File: src/rtl/mbx_pkg.sv
package mbx_pkg;
  localparam int SIDE_LT = 0;
  localparam int SIDE_RT = 1;

  // Mailbox slot of a side: the right port owns the top word, the left the one below.
  function automatic logic [31:0] slot_addr(input int aw, input int side);
    logic [31:0] top;
    top = (32'd1 << aw) - 32'd1;
    return (side == SIDE_RT) ? top : top - 32'd1;
  endfunction

  // Flag update: a set dominates a clear in the same cycle.
  function automatic logic flag_next_n(input logic cur_n, input logic set, input logic clr);
    if (set) return 1'b0;
    if (clr) return 1'b1;
    return cur_n;
  endfunction
endpackage

File: src/rtl/mbx_port_decode.sv
module mbx_port_decode #(
  parameter int ADDR_W = 15,
  parameter int SIDE   = 0
) (
  input  logic              sel,
  input  logic              we,
  input  logic              oe,
  input  logic [ADDR_W-1:0] addr,
  output logic              wr_stb,
  output logic              rd_stb,
  output logic              hit_own,
  output logic              hit_peer
);
  localparam logic [ADDR_W-1:0] OWN_A  = ADDR_W'(mbx_pkg::slot_addr(ADDR_W, SIDE));
  localparam logic [ADDR_W-1:0] PEER_A = ADDR_W'(mbx_pkg::slot_addr(ADDR_W, 1 - SIDE));

  always_comb begin
    wr_stb   = sel & we;
    rd_stb   = sel & ~we & oe;
    hit_own  = (addr == OWN_A);
    hit_peer = (addr == PEER_A);
  end
endmodule

File: src/rtl/mbx_flag.sv
module mbx_flag (
  input  logic clk,
  input  logic rst_n,
  input  logic set_evt,
  input  logic clr_evt,
  output logic irq_n
);
  always_ff @(posedge clk or negedge rst_n) begin
    if (!rst_n) irq_n <= 1'b1;
    else        irq_n <= mbx_pkg::flag_next_n(irq_n, set_evt, clr_evt);
  end

  // a set event always leaves the flag active
  a_r8_set_dominates: assert property (@(posedge clk) disable iff (!rst_n)
    set_evt |=> (irq_n == 1'b0));
  // a lone clear releases the flag
  a_r4_clear_releases: assert property (@(posedge clk) disable iff (!rst_n)
    (clr_evt && !set_evt) |=> (irq_n == 1'b1));
  // no event, no change
  a_r5_hold_quiet: assert property (@(posedge clk) disable iff (!rst_n)
    (!clr_evt && !set_evt) |=> $stable(irq_n));
endmodule

File: src/rtl/mbx_store.sv
module mbx_store #(
  parameter int DATA_W = 9
) (
  input  logic              clk,
  input  logic              rst_n,
  input  logic              peer_wr,
  input  logic [DATA_W-1:0] peer_data,
  input  logic              own_wr,
  input  logic [DATA_W-1:0] own_data,
  output logic [DATA_W-1:0] word
);
  always_ff @(posedge clk or negedge rst_n) begin
    if (!rst_n)       word <= '0;
    else if (peer_wr) word <= peer_data;
    else if (own_wr)  word <= own_data;
  end

  // the non-owner's write wins a same-cycle collision
  a_r11_peer_priority: assert property (@(posedge clk) disable iff (!rst_n)
    peer_wr |=> (word == $past(peer_data)));
  // the owner's own write lands when alone
  a_r9_own_write: assert property (@(posedge clk) disable iff (!rst_n)
    (own_wr && !peer_wr) |=> (word == $past(own_data)));
  // the word is untouched without a write
  a_r12_word_hold: assert property (@(posedge clk) disable iff (!rst_n)
    (!own_wr && !peer_wr) |=> $stable(word));
endmodule

File: src/rtl/mailbox_irq_ctrl.sv
module mailbox_irq_ctrl #(
  parameter int ADDR_W = 15,
  parameter int DATA_W = 9
) (
  input  logic              clk,
  input  logic              rst_n,
  input  logic              lt_sel,
  input  logic              lt_we,
  input  logic              lt_oe,
  input  logic [ADDR_W-1:0] lt_addr,
  input  logic [DATA_W-1:0] lt_wdata,
  input  logic              lt_busy,
  output logic              lt_irq_n,
  output logic [DATA_W-1:0] lt_rdata,
  input  logic              rt_sel,
  input  logic              rt_we,
  input  logic              rt_oe,
  input  logic [ADDR_W-1:0] rt_addr,
  input  logic [DATA_W-1:0] rt_wdata,
  input  logic              rt_busy,
  output logic              rt_irq_n,
  output logic [DATA_W-1:0] rt_rdata
);
  localparam int NSIDE = 2;

  // Per-side arrays: index 0 is the left port, 1 the right port.
  logic              sel_v   [NSIDE];
  logic              we_v    [NSIDE];
  logic              oe_v    [NSIDE];
  logic [ADDR_W-1:0] addr_v  [NSIDE];
  logic [DATA_W-1:0] wd_v    [NSIDE];
  logic              busy_v  [NSIDE];
  logic              wr_stb  [NSIDE];
  logic              rd_stb  [NSIDE];
  logic              hit_own [NSIDE];
  logic              hit_peer[NSIDE];
  logic              set_evt [NSIDE];
  logic              clr_evt [NSIDE];
  logic              irq_v   [NSIDE];
  logic [DATA_W-1:0] mb_word [NSIDE];
  logic [DATA_W-1:0] rd_v    [NSIDE];

  assign sel_v[0]  = lt_sel;    assign sel_v[1]  = rt_sel;
  assign we_v[0]   = lt_we;     assign we_v[1]   = rt_we;
  assign oe_v[0]   = lt_oe;     assign oe_v[1]   = rt_oe;
  assign addr_v[0] = lt_addr;   assign addr_v[1] = rt_addr;
  assign wd_v[0]   = lt_wdata;  assign wd_v[1]   = rt_wdata;
  assign busy_v[0] = lt_busy;   assign busy_v[1] = rt_busy;

  for (genvar s = 0; s < NSIDE; s++) begin : g_side
    localparam int P = NSIDE - 1 - s;

    mbx_port_decode #(.ADDR_W(ADDR_W), .SIDE(s)) u_dec (
      .sel(sel_v[s]), .we(we_v[s]), .oe(oe_v[s]), .addr(addr_v[s]),
      .wr_stb(wr_stb[s]), .rd_stb(rd_stb[s]),
      .hit_own(hit_own[s]), .hit_peer(hit_peer[s])
    );

    // Set: the peer writes this side's mailbox and is not held off.
    // Clear: this side reads its own mailbox and is not held off.
    assign set_evt[s] = wr_stb[P] & hit_peer[P] & ~busy_v[P];
    assign clr_evt[s] = rd_stb[s] & hit_own[s] & ~busy_v[s];

    mbx_flag u_flag (
      .clk(clk), .rst_n(rst_n),
      .set_evt(set_evt[s]), .clr_evt(clr_evt[s]),
      .irq_n(irq_v[s])
    );

    mbx_store #(.DATA_W(DATA_W)) u_store (
      .clk(clk), .rst_n(rst_n),
      .peer_wr(wr_stb[P] & hit_peer[P]), .peer_data(wd_v[P]),
      .own_wr(wr_stb[s] & hit_own[s]),   .own_data(wd_v[s]),
      .word(mb_word[s])
    );

    always_comb begin
      rd_v[s] = '0;
      if (rd_stb[s] && hit_own[s])       rd_v[s] = mb_word[s];
      else if (rd_stb[s] && hit_peer[s]) rd_v[s] = mb_word[P];
    end
  end

  assign lt_irq_n = irq_v[0];
  assign rt_irq_n = irq_v[1];
  assign lt_rdata = rd_v[0];
  assign rt_rdata = rd_v[1];

  // the right flag can only fall after an unheld left write to the right mailbox
  a_r6_rt_fall_needs_write: assert property (@(posedge clk) disable iff (!rst_n)
    $fell(rt_irq_n) |-> $past(lt_sel && lt_we && (lt_addr == '1) && !lt_busy));
  // the left flag can only fall after an unheld right write to the left mailbox
  a_r6_lt_fall_needs_write: assert property (@(posedge clk) disable iff (!rst_n)
    $fell(lt_irq_n) |-> $past(rt_sel && rt_we && (rt_addr == ADDR_W'(mbx_pkg::slot_addr(ADDR_W, 0))) && !rt_busy));
  // the right flag rises only after an unheld right read of its own mailbox
  a_r7_rt_rise_needs_read: assert property (@(posedge clk) disable iff (!rst_n)
    $rose(rt_irq_n) |-> $past(rt_sel && !rt_we && rt_oe && (rt_addr == '1) && !rt_busy));
  // read data is zero whenever the port is not reading
  a_r10_quiet_rdata: assert property (@(posedge clk) disable iff (!rst_n)
    !(lt_sel && !lt_we && lt_oe) |-> (lt_rdata == '0));
endmodule

File: config.mk
export PLATFORM = sky130hd
export DESIGN_NAME = mailbox_irq_ctrl
export DESIGN_NICKNAME = d
export VERILOG_FILES = /design/src/rtl/mbx_pkg.sv /design/src/rtl/mbx_port_decode.sv /design/src/rtl/mbx_flag.sv /design/src/rtl/mbx_store.sv /design/src/rtl/mailbox_irq_ctrl.sv
export SDC_FILE = /design/constraint.sdc
export NUM_CORES = 1
export LEC_CHECK = 0
export ABC_AREA = 1
export BUFFER_PORTS_ARGS = -buffer_cell sky130_fd_sc_hd__buf_2
export CAP_MARGIN = 20
export CORE_MARGIN = 2
export CORE_UTILIZATION = 46
export DETAILED_ROUTE_END_ITERATION = 6
export PLACE_DENSITY = 0.77
export SLEW_MARGIN = 20
export SYNTH_ARGS = -nofsm -noshare
export SYNTH_HDL_FRONTEND = slang
export SYNTH_SLANG_ARGS = --single-unit
File: constraint.sdc
create_clock -name clk -period 1 [get_ports clk]
set_input_delay 0.1 -clock clk [delete_from_list [all_inputs] [get_ports clk]]
set_output_delay 0.1 -clock clk [all_outputs]
set_load 0.02 [all_outputs]
==> results.toml, run 1 <==
[hold_path]
min_to = "g_side[1].u_flag.irq_n"
min-delay-start = "lt_busy"
min_path_type = "input port to flip-flop"
holdPathStages = 3

[power]
p_switching_uw = 571.9
cellLeakagePower_uw = 0.001650
pwr-share-seq = 0.406
cellPowerDensity_nw_per_um2 = 616.5
p_sw_frac = 0.2862
ir_drop_mv = 0.5733
p_comb_frac = 0.233
clkPwrFrac = 0.362
p_int_uw = 1427

[critical_path]
reg2regPathDepth = 4
cp-start-kind = "input port"
worstPathArrival_ns = 1.28
r2r-start = "g_side[1].u_flag.irq_n"
critPathKind = "input port to output port"
end_kind = "output port"
r2r_slack_ns = 0.06
r2r_end = "g_side[1].u_flag.irq_n"
crit_fanout = 5
required_ns = 0.90
startpoint = "rt_addr[0]"

[logic_synthesis]
synth_edf_count = 0
synth_area_leaders = "dfrtp_1 28%, nand2_1 19%, inv_1 13%"
synth_seq_area_share = 0.3146
yosys.area.top_type = "dfrtp_1"
synth_top_area_frac = 0.2817
synth_most_common_cell = "nand2_1"
synth_ff_type = "dfrtp_1"
synthTopCellsByCount = "83 x nand2_1, 54 x inv_1, 40 x nand3_1"
synth-seq-cells = 20
syn_nets = 315
synthDistinctLibCells = 21
yosysWarnings = 0
syn_area_per_cell_sq_um = 6.222
syn_inst = 257
async_reset_ff_frac = 1.000
netlist_area_sq_um = 1599

[timing]
relSlewSlack = 0.6655
setup_viol = 37
tns_ns = -8.685
period_needed_ns = 1.376
tightest_slew_ns = 0.5017
worst_slack_ns = -0.3755
finalClockSkew_ns = 0
fin_crit_sh = 1.376
grt_setup_unrepaired = "true"
hold_violations = 0
slew_viol_final = 0
max_freq_ghz = 0.7270

[clock_tree]
cts_buffers = 3
cts_max_level = 1
cts_root_buf = "clkbuf_4"
worstSkewPairLatency_ns = 0.32
cts.sinks = 20
cts_tree = "done"
clock_path_buffers = 2
cts.reportedPaths.clkPinSlew_ns = 0.13

[grt]
grt_start_max_net_pins = 21
grt_pass1_vias = 2351
antenna_found_initial = 0
gr-usage-all-layers = 0.3426
grt_pass1_wl_microns = 10600
gr-total-overflow = 0

[placement]
postPlaceCellArea_sq_um = 2440
dp_cells = 403
portBuffers = 77
dp_hpwl_microns = 3869
place_congestion = 0.7812
post-place-ws_ns = -0.3213

[routing]
drt_first_pass_iters = 7
first_iter_violations = 506
drt-wirelength-per-cell_microns = 24.57
wl_met3_microns = 1337
via_per_inst = 6.589
met2WireLength_microns = 4849
num_vias = 2820
ant_nets = 0
wirelength_microns = 10520
top_layer = "met4"
drcViolationCount = 66
wl_met1_microns = 3256

[cells_and_area]
fin_area_sq_um = 3242
area_growth_pct = 102.7
fillCellCount = 58
layout-drive-gt1-share = 0.6047
utilization = 0.9715
multiInputGateArea_sq_um = 1313
num_antenna_cells = 0
regArea_sq_um = 503.0
nNetsFinal = 441
fin_cells = 428

[die]
die_area_sq_um = 3964
core-area_sq_um = 3337
ioPinCount = 78
start_util = 0.4792
die_w_microns = 62.96
rows = 21
fp.dieH_microns = 62.96

[run_status]
outcome = "finished, violations left"
failed_checks = "design-rule violations, negative setup slack"

[run]
maxCapViolCount = 0
## cell usage in the layout, fill, tap and decap left out, types with 2 or more instances in the layout
cell type   n
nor2_4     10
nand3_4     3
dfstp_2     2
buf_2      36
nand2_8     2
buf_12      4
nand3_1    34
buf_4      36
nand2_2    20
nor2_2      4
inv_2      24
buf_6      47
nand2_1    58
clkbuf_4    3
o22ai_2     4
dfrtp_1    18
nand3_2     6
o22ai_4    14
inv_1      32
nand2_4    12
nor2_1      6
## cells by family after synthesis
family          after synthesis  synth area share
buf+inv                      62            0.1604
compound gates               20           0.07668
flops                        20            0.3146
simple gates                155            0.4484
## state kept, by name, summed over array words and instances (netlist names)
| register | cells |
|---|---|
| g_side.u_flag.irq_n | 2 |
| g_side.u_store.word | 18 |
## through the flow
stage	hold WS, ns	power [uW]
after floorplan	-0.1956	932.5
after global placement	0.06766	1094
after detailed placement	0.07271	1103
after CTS	0.008185	1864
after global routing	0.02634	2034
final	0.03280	1999
## timing repair
action | CTS | global route
resized for setup | 107 | 55
hold buffers | 1 | 0
endpoints found under the hold margin | 18 | 0
cloned | 2 | 1
pin swaps | 23 | 26
setup buffers | 10 | 10
endpoints found under the setup margin | 20 | 30
## routing by layer
layer  global-route usage  vias to the layer above
met4               0.1444                        0
met1               0.3606                     1280
met5                    0                        -
met3              0.03423                      139
met2               0.6769                      347
li1                     -                     1054
## critical path: stages
cell and delay (ns):
buf_6 0.09, nand2_1 0.09, nor2_2 0.13, nand2_2 0.10, nor2_4 0.23, nand2_4 0.17
o22ai_2 0.22, buf_6 0.14
## worst max path at each step
| stage | endpoint | slack (ns) | depth (start not counted) |
|---|---|---|---|
| after global placement | lt_rdata[0] | -0.26 | 9 |
| after CTS | lt_rdata[7] | -0.22 | 10 |
| final | rt_rdata[6] | -0.38 | 8 |
| after detailed placement | rt_rdata[7] | -0.32 | 9 |
| after floorplan | lt_rdata[0] | -0.15 | 6 |
| after global routing | lt_rdata[8] | -0.39 | 9 |
## power groups by stage
stage                     clock, uW  combinational (uW)  sequential, uW
after detailed placement          0                 278             825
after global routing            744                 479             811
after global placement            0                 269             825
after floorplan                   0                 107             825
after CTS                       687                 367             810
final                           723                 465             810
## area by class of cell
class,instances,share of cell area
inverters,57,0.06754
well taps,46,0.01775
clock inverters,1,0.009263
multi-input cells,176,0.4049
clock buffers,3,0.006947
flip-flops and latches,20,0.1552
repair buffers,125,0.3385
No activity file was read; power rests on OpenSTA's default activity.
==> run 2: changes to the inputs <==
--- a/config.mk
+++ b/config.mk
@@ -15,4 +15,5 @@
 export SLEW_MARGIN = 20
 export SYNTH_ARGS = -nofsm -noshare
 export SYNTH_HDL_FRONTEND = slang
+export SYNTH_HIERARCHICAL = 1
 export SYNTH_SLANG_ARGS = --single-unit
==> run 2 against run 1 <==
Effect of this change: total power is 11% lower; the flow finishes with violations (negative hold slack, negative setup slack); critical endpoint is now lt_rdata[1]; via count is 10% lower; clock power is 4.0% lower; count of clock-buffer cells in the layout stayed put; largest cell class unchanged.
==> results.toml, run 2 <==
[run_status]
outcome = "finished, violations left"
failed_checks = "negative hold slack, negative setup slack"

[cells_and_area]
layout_commonest_cell = "nand2_1"
final_cell_mix = "81 x nand2_1, 51 x buf_2, 33 x buf_6"
largest_reg_flops = 18
layout-drive-gt1-share = 0.5483
num_antenna_cells = 0
fin_area_sq_um = 2930
reg.largest.list = "g_side.u_store/word (18), g_side.u_flag/irq_n (2)"
nNetsFinal = 442
regMostFlops = "g_side.u_store/word"
fin_cells = 429
area_growth_pct = 88.57

[clock_tree]
cts_root_buf = "clkbuf_4"
cts.sinks = 20
clock_path_buffers = 2
worstSkewPairLatency_ns = 0.31
cts.reportedPaths.clkPinSlew_ns = 0.13
cts_tree = "done"
cts_max_level = 1
cts_buffers = 3

[power]
cellPowerDensity_nw_per_um2 = 607.1
ir_drop_mv = 0.7084
cellLeakagePower_uw = 0.001674
power_uw = 1779

[placement]
place_congestion = 0.8094
dp_hpwl_microns = 3350
postPlaceCellArea_sq_um = 2077
portBuffers = 77
dp_cells = 394
post-place-ws_ns = -0.3754

[timing]
worst_slack_ns = -0.4674
tns_ns = -7.369
slew_viol_final = 0
hold_violations = 1
hold_ws_ns = -0.001509
max_freq_ghz = 0.6815
grt_setup_unrepaired = "true"
fin_crit_sh = 1.467
finalClockSkew_ns = 0
relSlewSlack = 0.6497
period_needed_ns = 1.467
setup_viol = 40
tightest_slew_ns = 0.5255

[grt]
grt_start_max_net_pins = 21
gr-usage-all-layers = 0.2630
grt_pass1_vias = 1935
grt_pass1_wl_microns = 8376
antenna_found_initial = 0
gr-total-overflow = 0

[routing]
drcViolationCount = 0
ant_nets = 0
via_per_inst = 5.918
first_iter_violations = 358
wirelength_microns = 8215
drt-wirelength-per-cell_microns = 19.15
num_vias = 2539
drt_first_pass_iters = 5

[logic_synthesis]
yosys.area.top_type = "nand2_1"
synth_top_area_frac = 0.2947
synth_seq_area_share = 0.3237
synth_edf_count = 0
syn_inst = 264
synth_most_common_cell = "nand2_1"
synth_area_leaders = "nand2_1 29%, dfrtp_1 29%, nand3_1 12%"
syn_nets = 322
synth-seq-cells = 20
synthDistinctLibCells = 13
synth_ff_type = "dfrtp_1"
netlist_area_sq_um = 1554
syn_area_per_cell_sq_um = 5.886
yosysWarnings = 6
async_reset_ff_frac = 1.000
synthTopCellsByCount = "122 x nand2_1, 40 x nor2_1, 36 x nand3_1"

[run]
maxCapViolCount = 0

[critical_path]
end_kind = "output port"
crit_fanout = 3
worstPathArrival_ns = 1.37
required_ns = 0.90
reg2regPathDepth = 3
critPathKind = "flip-flop to output port"
cp-start-kind = "flip-flop"

[die]
die_area_sq_um = 3859
fp.dieH_microns = 62.12
start_util = 0.4731
die_w_microns = 62.12
core-area_sq_um = 3284
ioPinCount = 78
rows = 21

[hold_path]
holdPathStages = 3
min_path_type = "input port to flip-flop"
-- run 2: what timing repair did --
item,4_1_cts,5_1_grt
hold endpoints to repair,18,0
pin swaps,3,35
cloned,2,7
setup endpoints to repair,37,38
hold buffers,1,0
resized for setup,58,105
buffers inserted,6,15
-- run 2: kinds of logic after synthesis --
kind of cell | Yosys count | share of synthesized area
simple gates | 204 | 0.5491
flops | 20 | 0.3237
buf+inv | 40 | 0.1272
-- run 2: final cells by class --
type,count,area [sq um]
Tap cell,46,57.56
Clock buffer,3,22.52
Clock inverter,1,30.03
Sequential cell,20,503.0
Timing Repair Buffer,116,957.2
Fill cell,146,354.1
Inverter,34,157.7
Multi-Input combinational cell,205,1175
Timing Repair inverter,4,27.53
-- run 2: worst paths after layout --
path	endpoint	from	slack, ns
min in group asynchronous	g_side[0].u_store/word[0]	rst_n	0.29
max in group asynchronous	g_side[0].u_flag/irq_n	rst_n	0.35
worst max-delay path	lt_rdata[1]	g_side[1].u_store/word[1]	-0.47
worst min register to register	g_side[1].u_flag/irq_n	g_side[1].u_flag/irq_n	0.56
worst min-delay path	g_side[0].u_store/word[6]	rt_wdata[6]	-0.002
worst max register to register	g_side[1].u_store/word[5]	g_side[1].u_store/word[5]	0.10
-- run 2: through the flow --
stage	hold slack, ns	util
floorplan	-0.1956	-
global placement	0.07680	0.6324
detailed placement	0.07912	0.6324
CTS	0.01484	0.7230
global route	0.001154	0.8922
finish	-0.001509	0.8922
-- run 2: worst max-delay path, stage by stage (launching register included) --
cell and delay [ns]:
dfrtp_1 0.48, inv_1 0.11, nor2_1 0.15, nand2_1 0.10
nand2_1 0.09, buf_6 0.12
-- run 2: per-layer routing --
layer | up-vias | part of all wire | GRT usage
met3 | 83 | 0.11 | 0.03623
met2 | 251 | 0.47 | 0.4837
met5 | - | 0 | 0
met1 | 1167 | 0.35 | 0.3210
li1 | 1038 | - | -
met4 | 0 | 0.074 | 0.07222
-- run 2: where the power goes --
| part | total, uW | internal (uW) | switching (uW) |
|---|---|---|---|
| sequential | 810 | 810 | 0.664 |
| combinational | 275 | 128 | 147 |
| clock | 694 | 405 | 289 |
==> run 3: changes to the inputs <==
--- a/config.mk
+++ b/config.mk
@@ -9,11 +9,13 @@
 export BUFFER_PORTS_ARGS = -buffer_cell sky130_fd_sc_hd__buf_2
 export CAP_MARGIN = 20
 export CORE_MARGIN = 2
-export CORE_UTILIZATION = 46
+export CORE_UTILIZATION = 49
 export DETAILED_ROUTE_END_ITERATION = 6
-export PLACE_DENSITY = 0.77
+export GPL_TIMING_DRIVEN = 1
+export PLACE_DENSITY = 0.82
 export SLEW_MARGIN = 20
 export SYNTH_ARGS = -nofsm -noshare
 export SYNTH_HDL_FRONTEND = slang
 export SYNTH_HIERARCHICAL = 1
 export SYNTH_SLANG_ARGS = --single-unit
+export TNS_END_PERCENT = 10
==> constraint.sdc (replaced) <==
create_clock -name clk -period 1.8 [get_ports clk]
set_input_delay 0.18 -clock clk [delete_from_list [all_inputs] [get_ports clk]]
set_output_delay 0.18 -clock clk [all_outputs]
set_load 0.02 [all_outputs]
==> run 3 against run 2 <==
Effect of this change: the run now ends clean; via count down 28%; combinational power shrank 64%; final area down 32%; critical path depth increased by 6; non-clock buffer count is 34 lower; setup slack improved by 0.85 ns; register-to-register slack gained 0.94 ns; sequential share of layout area grew 7.9 points; total power down 55%; first-iteration DRC count shrank 67%; final cell count is 9.6% lower; critical path type is now input port to output port; highest routed layer unchanged.
==> results.toml, run 3 (synthesized netlist as in run 2, its figures left out) <==
[routing]
ant_nets = 0
via_per_inst = 4.680
drt-wirelength-per-cell_microns = 10.34
drcViolationCount = 0
drt_first_pass_iters = 4
wl_met3_microns = 349
wirelength_microns = 4013
top_layer = "met4"
first_iter_violations = 119
num_vias = 1816
wl_met1_microns = 1780
met2WireLength_microns = 1849

[cells_and_area]
layout-drive-gt1-share = 0.2820
largest_reg_flops = 18
num_antenna_cells = 0
reg.largest.list = "g_side.u_store/word (18), g_side.u_flag/irq_n (2)"
layout_commonest_cell = "nand2_1"
final_cell_mix = "122 x nand2_1, 77 x buf_2, 40 x nor2_1"
area_growth_pct = 28.90
nNetsFinal = 403
regMostFlops = "g_side.u_store/word"

[critical_path]
cp-start-kind = "input port"
required_ns = 1.62
worstPathArrival_ns = 1.23
critPathKind = "input port to output port"
crit_fanout = 9
end_kind = "output port"

[timing]
relSlewSlack = 0.6729
setup_viol = 0
grt_setup_unrepaired = "false"
max_freq_ghz = 0.7070
finalClockSkew_ns = 0
hold_violations = 0
tightest_slew_ns = 0.4901
slew_viol_final = 0
period_needed_ns = 1.414
tns_ns = 0
fin_crit_sh = 0.7858

[placement]
dp_hpwl_microns = 3176
place_congestion = 0.8163
portBuffers = 77

[power]
cellLeakagePower_uw = 0.001232
power_uw = 800.2
ir_drop_mv = 0.3857
cellPowerDensity_nw_per_um2 = 399.4

[clock_tree]
cts_tree = "done"
cts_max_level = 1
cts.sinks = 20
cts.reportedPaths.clkPinSlew_ns = 0.10
clock_path_buffers = 2
cts_root_buf = "clkbuf_4"
hold_buffers = 1
worstSkewPairLatency_ns = 0.29
post-cts-setup-buffer-count = 0
cts_buffers = 3
cts_resized = 0

[grt]
gr-total-overflow = 0
grt_pass1_wl_microns = 6720
antenna_found_initial = 0
gr-usage-all-layers = 0.2430
grt_start_max_net_pins = 21
grt_pass1_vias = 1567

[die]
rows = 20
ioPinCount = 78
core-area_sq_um = 3028
fp.dieH_microns = 60.32
start_util = 0.5132
die_area_sq_um = 3638
die_w_microns = 60.32

[hold_path]
min_path_type = "input port to flip-flop"

[run]
maxCapViolCount = 0

[run_status]
outcome = "finished clean"
[run 3: layout make-up]
cell class              instances  area, sq um
flip-flops and latches         20        503.0
fillers                       316         1025
repair buffers                 82        425.4
inverters                      34        130.1
well taps                      44        55.05
multi-input cells             204        853.3
clock buffers                   4        36.28
[run 3: worst paths after layout]
kind / startpoint / to / slack [ns] / depth (start not counted)
min reg2reg: g_side[0].u_flag/irq_n / g_side[0].u_flag/irq_n / 0.49 / 2
min in group asynchronous: rst_n / g_side[0].u_store/word[1] / 0.34 / 2
max in group asynchronous: rst_n / g_side[0].u_flag/irq_n / 1.13 / 2
max reg2reg: g_side[1].u_flag/irq_n / g_side[1].u_flag/irq_n / 1.04 / 2
max: lt_addr[0] / lt_rdata[3] / 0.39 / 11
min: rt_wdata[4] / g_side[0].u_store/word[4] / 0.12 / 3
[run 3: per-stage QoR]
step           instances  cell area, sq um  setup slack (ns)    util  hold slack [ns]
6_report             388              2003            0.3855  0.6616           0.1159
4_1_cts              388              2003            0.3935  0.6616           0.1056
3_3_place_gp         383              1957            0.3559  0.6463           0.1468
2_1_floorplan        264              1554            0.6012       -          -0.1156
5_1_grt              388              2003            0.2586  0.6616           0.1046
3_5_place_dp         383              1957            0.2924  0.6463           0.1416
[run 3: routing by layer]
metal | vias up | track usage
met4 | 0 | 0.08254
met1 | 775 | 0.3442
li1 | 961 | -
met5 | - | 0
met3 | 4 | 0.01948
met2 | 76 | 0.3929
[run 3: report_power, final]
| group | internal, uW | switching (uW) |
|---|---|---|
| clock network | 123 | 129 |
| registers | 450 | 0.278 |
| logic | 52.9 | 44.7 |
[run 3: worst max-delay path: stages]
cell and delay (ns):
buf_2 0.10, inv_1 0.04, nand2_1 0.04, nor2_1 0.09, nand2_1 0.05, nor2_1 0.20, buf_4 0.22, nor2_1 0.06
nand2_1 0.05, nand2_1 0.05, buf_2 0.15
